### config.mk
export PLATFORM = sky130hd
export DESIGN_NAME = scan_chain_router
export DESIGN_NICKNAME = d
export VERILOG_FILES = /design/src/rtl/scan_router_pkg.sv /design/src/rtl/srt_tap_tracker.sv /design/src/rtl/srt_park_ctrl.sv /design/src/rtl/srt_chain_mux.sv /design/src/rtl/scan_chain_router.sv
export SDC_FILE = /design/constraint.sdc
export NUM_CORES = 1
export LEC_CHECK = 0
export ABC_AREA = 1
export BUFFER_PORTS_ARGS = -buffer_cell sky130_fd_sc_hd__buf_4
export CORE_MARGIN = 2
export CORE_UTILIZATION = 35
export DETAILED_ROUTE_END_ITERATION = 10
export SLEW_MARGIN = 20
export SYNTH_ARGS = -nofsm -noshare
export SYNTH_HDL_FRONTEND = slang
export SYNTH_SLANG_ARGS = --single-unit
### constraint.sdc
create_clock -name tck_b -period 1.3 [get_ports tck_b]
set_input_delay 0.065 -clock tck_b [delete_from_list [all_inputs] [get_ports tck_b]]
set_output_delay 0.065 -clock tck_b [all_outputs]
set_load 0.02 [all_outputs]
### src/rtl/scan_router_pkg.sv
// Shared types for the scan chain router.
// Assumes: one backplane clock domain; all users import this package.
package scan_router_pkg;

    // Number of local scan ports served by one router.
    localparam int unsigned LOCAL_PORTS = 3;

    // TAP controller states as tracked from the backplane mode-select.
    typedef enum logic [3:0] {
        TS_RESET    = 4'd0,
        TS_IDLE     = 4'd1,
        TS_DR_SEL   = 4'd2,
        TS_DR_CAP   = 4'd3,
        TS_DR_SHIFT = 4'd4,
        TS_DR_EX1   = 4'd5,
        TS_DR_PAUSE = 4'd6,
        TS_DR_EX2   = 4'd7,
        TS_DR_UPD   = 4'd8,
        TS_IR_SEL   = 4'd9,
        TS_IR_CAP   = 4'd10,
        TS_IR_SHIFT = 4'd11,
        TS_IR_EX1   = 4'd12,
        TS_IR_PAUSE = 4'd13,
        TS_IR_EX2   = 4'd14,
        TS_IR_UPD   = 4'd15
    } tap_state_e;

endpackage

### src/rtl/srt_tap_tracker.sv
// TAP state tracker.
// Follows the standard 16-state TAP sequence on the backplane mode-select
// and flags the two shift states.
// Assumes: mode-select is stable around the rising clock edge.
module srt_tap_tracker
    import scan_router_pkg::*;
(
    input  logic       clk,
    input  logic       rst_n,
    input  logic       tms,
    output tap_state_e state,
    output logic       shifting
);

    tap_state_e nxt;

    // Next-state selection for the TAP sequence.
    always_comb begin
        nxt = state;
        unique case (state)
            TS_RESET:    nxt = tms ? TS_RESET    : TS_IDLE;
            TS_IDLE:     nxt = tms ? TS_DR_SEL   : TS_IDLE;
            TS_DR_SEL:   nxt = tms ? TS_IR_SEL   : TS_DR_CAP;
            TS_DR_CAP:   nxt = tms ? TS_DR_EX1   : TS_DR_SHIFT;
            TS_DR_SHIFT: nxt = tms ? TS_DR_EX1   : TS_DR_SHIFT;
            TS_DR_EX1:   nxt = tms ? TS_DR_UPD   : TS_DR_PAUSE;
            TS_DR_PAUSE: nxt = tms ? TS_DR_EX2   : TS_DR_PAUSE;
            TS_DR_EX2:   nxt = tms ? TS_DR_UPD   : TS_DR_SHIFT;
            TS_DR_UPD:   nxt = tms ? TS_DR_SEL   : TS_IDLE;
            TS_IR_SEL:   nxt = tms ? TS_RESET    : TS_IR_CAP;
            TS_IR_CAP:   nxt = tms ? TS_IR_EX1   : TS_IR_SHIFT;
            TS_IR_SHIFT: nxt = tms ? TS_IR_EX1   : TS_IR_SHIFT;
            TS_IR_EX1:   nxt = tms ? TS_IR_UPD   : TS_IR_PAUSE;
            TS_IR_PAUSE: nxt = tms ? TS_IR_EX2   : TS_IR_PAUSE;
            TS_IR_EX2:   nxt = tms ? TS_IR_UPD   : TS_IR_SHIFT;
            TS_IR_UPD:   nxt = tms ? TS_DR_SEL   : TS_IDLE;
            default:     nxt = TS_RESET;
        endcase
    end

    // State register, reset to Test-Logic-Reset.
    always_ff @(posedge clk) begin
        if (!rst_n) state <= TS_RESET;
        else        state <= nxt;
    end

    // Shift flag for the output-enable stage.
    always_comb shifting = (state == TS_DR_SHIFT) || (state == TS_IR_SHIFT);


    five_high_reset_chk: assert property (@(posedge clk) disable iff (!rst_n)
        ($past(tms, 1) && $past(tms, 2) && $past(tms, 3) && $past(tms, 4) && $past(tms, 5))
        |-> (state == TS_RESET));

endmodule

### src/rtl/srt_park_ctrl.sv
// Park-state register and mode-select fan-out.
// Holds which local ports are released, remembers the level at which each
// parked port's mode-select is held, and drives the local mode-select pins.
// Assumes: cfg_load / cfg_unpark come from the bridge's command logic and
// are stable around the rising clock edge.
module srt_park_ctrl #(
    parameter int unsigned NPORT = 3
) (
    input  logic             clk,
    input  logic             rst_n,
    input  logic             tms,
    input  logic             cfg_load,
    input  logic [NPORT-1:0] cfg_unpark,
    output logic [NPORT-1:0] unparked,
    output logic [NPORT-1:0] loc_tms
);

    logic [NPORT-1:0] hold_lvl;

    // Park-state register: every port parked after reset.
    always_ff @(posedge clk) begin
        if (!rst_n)        unparked <= '0;
        else if (cfg_load) unparked <= cfg_unpark;
    end

    for (genvar i = 0; i < NPORT; i++) begin : g_port
        // Hold level: 1 after reset (rest in Test-Logic-Reset), 0 once parked from released (rest in Idle).
        always_ff @(posedge clk) begin
            if (!rst_n)
                hold_lvl[i] <= 1'b1;
            else if (cfg_load && unparked[i] && !cfg_unpark[i])
                hold_lvl[i] <= 1'b0;
        end

        // Mode-select pin: live for released ports, held level for parked ones.
        always_comb loc_tms[i] = unparked[i] ? tms : hold_lvl[i];


        parked_tms_hold_chk: assert property (@(posedge clk) disable iff (!rst_n)
            (!unparked[i] && $past(!unparked[i])) |-> $stable(loc_tms[i]));
    end


    park_load_chk: assert property (@(posedge clk) disable iff (!rst_n)
        cfg_load |=> (unparked == $past(cfg_unpark)));


    reset_parked_chk: assert property (@(posedge clk) disable iff (!rst_n)
        $rose(rst_n) |-> (unparked == '0));

endmodule

### src/rtl/srt_chain_mux.sv
// Serial chain splicing.
// Captures each port's returning data in a falling-edge pad, then walks the
// ports in ascending order to route the bridge output through every
// released ring and on to the backplane output. Also times the backplane
// output enable to the falling edge.
// Assumes: br_so changes only on the falling clock edge.
module srt_chain_mux #(
    parameter int unsigned NPORT = 3
) (
    input  logic             clk,
    input  logic             rst_n,
    input  logic             br_so,
    input  logic             shifting,
    input  logic [NPORT-1:0] unparked,
    input  logic [NPORT-1:0] loc_tdi,
    output logic [NPORT-1:0] loc_tdo,
    output logic             bp_tdo,
    output logic             bp_tdo_en
);

    logic [NPORT-1:0] pad;
    logic [NPORT:0]   link;

    // Entry of the walk: the bridge register's serial output.
    always_comb link[0] = br_so;

    for (genvar i = 0; i < NPORT; i++) begin : g_stage
        // Pad stage: resynchronise returning data on the falling edge.
        always_ff @(negedge clk) begin
            if (!rst_n) pad[i] <= 1'b0;
            else        pad[i] <= loc_tdi[i];
        end

        // Port output: carries the chain when released, idles high when parked.
        always_comb loc_tdo[i] = unparked[i] ? link[i] : 1'b1;

        // Chain continues from the pad when released, bypasses the port when parked.
        always_comb link[i+1] = unparked[i] ? pad[i] : link[i];
    end

    // Backplane output: end of the walk.
    always_comb bp_tdo = link[NPORT];

    // Output enable: follows the shift states, updated on the falling edge.
    always_ff @(negedge clk) begin
        if (!rst_n) bp_tdo_en <= 1'b0;
        else        bp_tdo_en <= shifting;
    end


    tdo_en_shift_chk: assert property (@(posedge clk) disable iff (!rst_n)
        bp_tdo_en == shifting);

endmodule

### src/rtl/scan_chain_router.sv
// Scan chain router top.
// Joins a backplane test port to NPORT local scan ports: clock fan-out,
// mode-select forwarding, driver enables and serial chain splicing.
// Assumes: a single backplane clock; the bridge register and its command
// decoding sit outside and present br_so and the park-state load.
module scan_chain_router
    import scan_router_pkg::*;
#(
    parameter int unsigned NPORT = LOCAL_PORTS
) (
    input  logic             tck_b,
    input  logic             rst_n,
    input  logic             tms_b,
    input  logic             br_so,
    input  logic             oe_n,
    input  logic             cfg_load,
    input  logic [NPORT-1:0] cfg_unpark,
    input  logic [NPORT-1:0] loc_tdi,
    output logic [NPORT-1:0] loc_tck,
    output logic [NPORT-1:0] loc_tms,
    output logic [NPORT-1:0] loc_tdo,
    output logic [NPORT-1:0] loc_en,
    output logic             bp_tdo,
    output logic             bp_tdo_en
);

    tap_state_e       tap_state;
    logic             shifting;
    logic [NPORT-1:0] unparked;

    srt_tap_tracker u_tap (
        .clk      (tck_b),
        .rst_n    (rst_n),
        .tms      (tms_b),
        .state    (tap_state),
        .shifting (shifting)
    );

    srt_park_ctrl #(.NPORT(NPORT)) u_park (
        .clk        (tck_b),
        .rst_n      (rst_n),
        .tms        (tms_b),
        .cfg_load   (cfg_load),
        .cfg_unpark (cfg_unpark),
        .unparked   (unparked),
        .loc_tms    (loc_tms)
    );

    srt_chain_mux #(.NPORT(NPORT)) u_chain (
        .clk       (tck_b),
        .rst_n     (rst_n),
        .br_so     (br_so),
        .shifting  (shifting),
        .unparked  (unparked),
        .loc_tdi   (loc_tdi),
        .loc_tdo   (loc_tdo),
        .bp_tdo    (bp_tdo),
        .bp_tdo_en (bp_tdo_en)
    );

    // Clock and driver-enable fan-out, shared by every port.
    for (genvar i = 0; i < NPORT; i++) begin : g_fan
        always_comb loc_tck[i] = tck_b;
        always_comb loc_en[i]  = ~oe_n;
    end

endmodule

==> impl_metrics.yaml <==
global_routing:
  use_met3: 0.0556
  grt_pass1_wl_um: 3680
  overflow: 0
  use_met2: 0.322
  grt_max_degree: 10
  first_global_vias: 903
  antenna_found_initial: 0
  grtUsageTotal: 0.193
  grtUsageMet1: 0.217
  busiest_layer: "met2"
finish:
  fin_nets: 184
  final_core_util: 0.653
  fillers: 186
  layout_common_cells: "buf_4 (32), nand2_1 (28), inv_1 (13), nor2_1 (9), nand3_1 (9)"
  drive_gt1_frac: 0.453
  final_common_cell: "buf_4"
  final_area_sq_mm: 0.00132
  area_growth_pct: 72.3
  diodes: 0
sta:
  tns_ps: -2380
  worst_slew_pin_slew_ps: 249
  rsz0062_at_grt: "yes"
  slew_viol_final: 0
  setup_slack_ps: -708
  setup_viol: 5
  hold_viol_final: 0
  fin_worst_skew_ps: 66.1
  slew_headroom: 0.833
detailed_routing:
  avgViaCountPerCell: 4.66
  remaining_drc_errors: 0
  drt-initial-drc-count: 17
  ant_nets: 0
  wirelength_um: 2160
  routedWlPerCell_um: 10.8
  num_vias: 928
  firstDrtPassIters: 4
clock_tree:
  cts.clk_slew.worst_paths_ps: 90
  tritoncts: "yes"
  worstSkewPairLatency_ps: 450
flow_run:
  maxCapViolCount: 0
setup_path:
  cp_max_fo: 2
  critPathLaunchType: "flip-flop"
  worstSetupPathType: "flip-flop to primary output"
  crit_start: "u_chain.pad[0]"
  required_ps: 1240
  worstPathArrival_ps: 1940
  critPathCaptureType: "primary output"
  r2r_start: "u_tap.state[3]"
status:
  violations: "negative setup slack"
  status: "finished, violations left"
logic_synthesis:
  synth_area_sq_um: 767
  ys_warn_count: 0
  synth_area_per_cell_sq_um: 6.45
  seq_area_frac_synth: 0.365
  postSynthCellCount: 119
  synth_nets: 131
  synth_cell_types: 18
  ys_ff_latch: 14
hold_path:
  min_from: "cfg_load"
  hold_class: "input pin to flip-flop"
placed_design:
  globalplace.congestion: 0.938
  placed_cell_area_sq_mm: 0.00106
  port_buffers: 25
  dpl.hpwl_um: 1500
pwr:
  powerDensity_mw_per_mm2: 1230
  p_leak_nw: 0.661
  vdd.ir_drop.worst_mv: 1.44
die:
  rows: 16
  dieArea_sq_mm: 0.00258
  core_sq_mm: 0.00202
  initial_core_util: 0.379
  die_y_um: 50.8
  die_w_um: 50.8
  top_level_ports: 26
## synthesized netlist by cell type
library cell | number | share of area
nor2_1 | 11 | 0.054
clkinv_1 | 1 | 0.0049
mux2i_1 | 1 | 0.013
a211oi_1 | 2 | 0.020
a21oi_1 | 7 | 0.046
nor3_1 | 1 | 0.0065
a21o_1 | 1 | 0.0098
o22ai_1 | 1 | 0.0082
a22oi_1 | 1 | 0.0098
nand2_1 | 31 | 0.15
nand3_1 | 9 | 0.059
or2_2 | 1 | 0.0082
inv_2 | 3 | 0.015
dfxtp_1 | 14 | 0.37
nor2_2 | 3 | 0.024
o21ai_0 | 12 | 0.078
buf_4 | 6 | 0.059
inv_1 | 14 | 0.069
## where the power goes
group | total, mW | switching (mW) | internal [mW] | leakage, nW
registers | 0.468 | 0.0198 | 0.449 | 0.119
clock network | 0.880 | 0.391 | 0.489 | 0.0846
logic | 0.273 | 0.138 | 0.135 | 0.457
## final timing paths
kind | slack [ps] | endpoint | depth (start not counted)
setup / recovery | -710 | loc_tdo[2] | 5
hold / removal | 60 | u_park.unparked[2] | 4
setup reg to reg | -70 | u_chain.bp_tdo_en | 4
hold reg to reg | 540 | u_park.unparked[2] | 2
## state kept, by name (all words and copies together) (netlist names)
register,flops
u_chain.bp_tdo_en,1
u_park.hold_lvl,3
u_park.unparked,3
u_chain.pad,3
u_tap.state,4
## area by class of cell
type                       count  area [sq um]  area share
sequential                    14           300       0.227
tap                           27          33.8      0.0256
clock buffer                  10          75.1      0.0568
inverter                      17          71.3      0.0540
multi-input combinational     81           423       0.320
clock inverter                 6          37.5      0.0284
timing repair buffer          44           380       0.288
## critical path, cell delays in order, from the launching register on
cell     delay [ps]
dfxtp_1         290
nand2_1          60
o21ai_2          70
mux2i_2         200
nand2_1          90
buf_6           140
## per-layer routing
| layer | vias up | wire (um) |
|---|---|---|
| met5 | - | 0 |
| met4 | 0 | 17 |
| met3 | 2 | 96 |
| met2 | 24 | 1070 |
| met1 | 421 | 970 |
| li1 | 481 | - |
## timing repair
action,CTS,global route
resized for setup,8,23
gates cloned,0,0
hold endpoints to repair,9,0
buffers inserted,0,1
hold buffers,9,0
setup endpoints to repair,6,15
pin swaps,2,3
## kinds of logic after synthesis
group,count (synthesis),share of synthesized area
compound gates,24,0.171
simple gates,56,0.303
flops,14,0.365
mux,1,0.0131
buf+inv,24,0.147
## per-stage QoR
step,hold WS [ps],worst slack [ps],instances,total power [mW]
floorplan,178,-173,119,0.893
global placement,178,-234,177,0.992
detailed placement,178,-265,177,0.995
CTS,40.4,-731,198,1.63
global route,87.9,-792,199,1.73
finish,57.9,-708,199,1.62
Note: power is estimated with default switching activity, not from simulation.
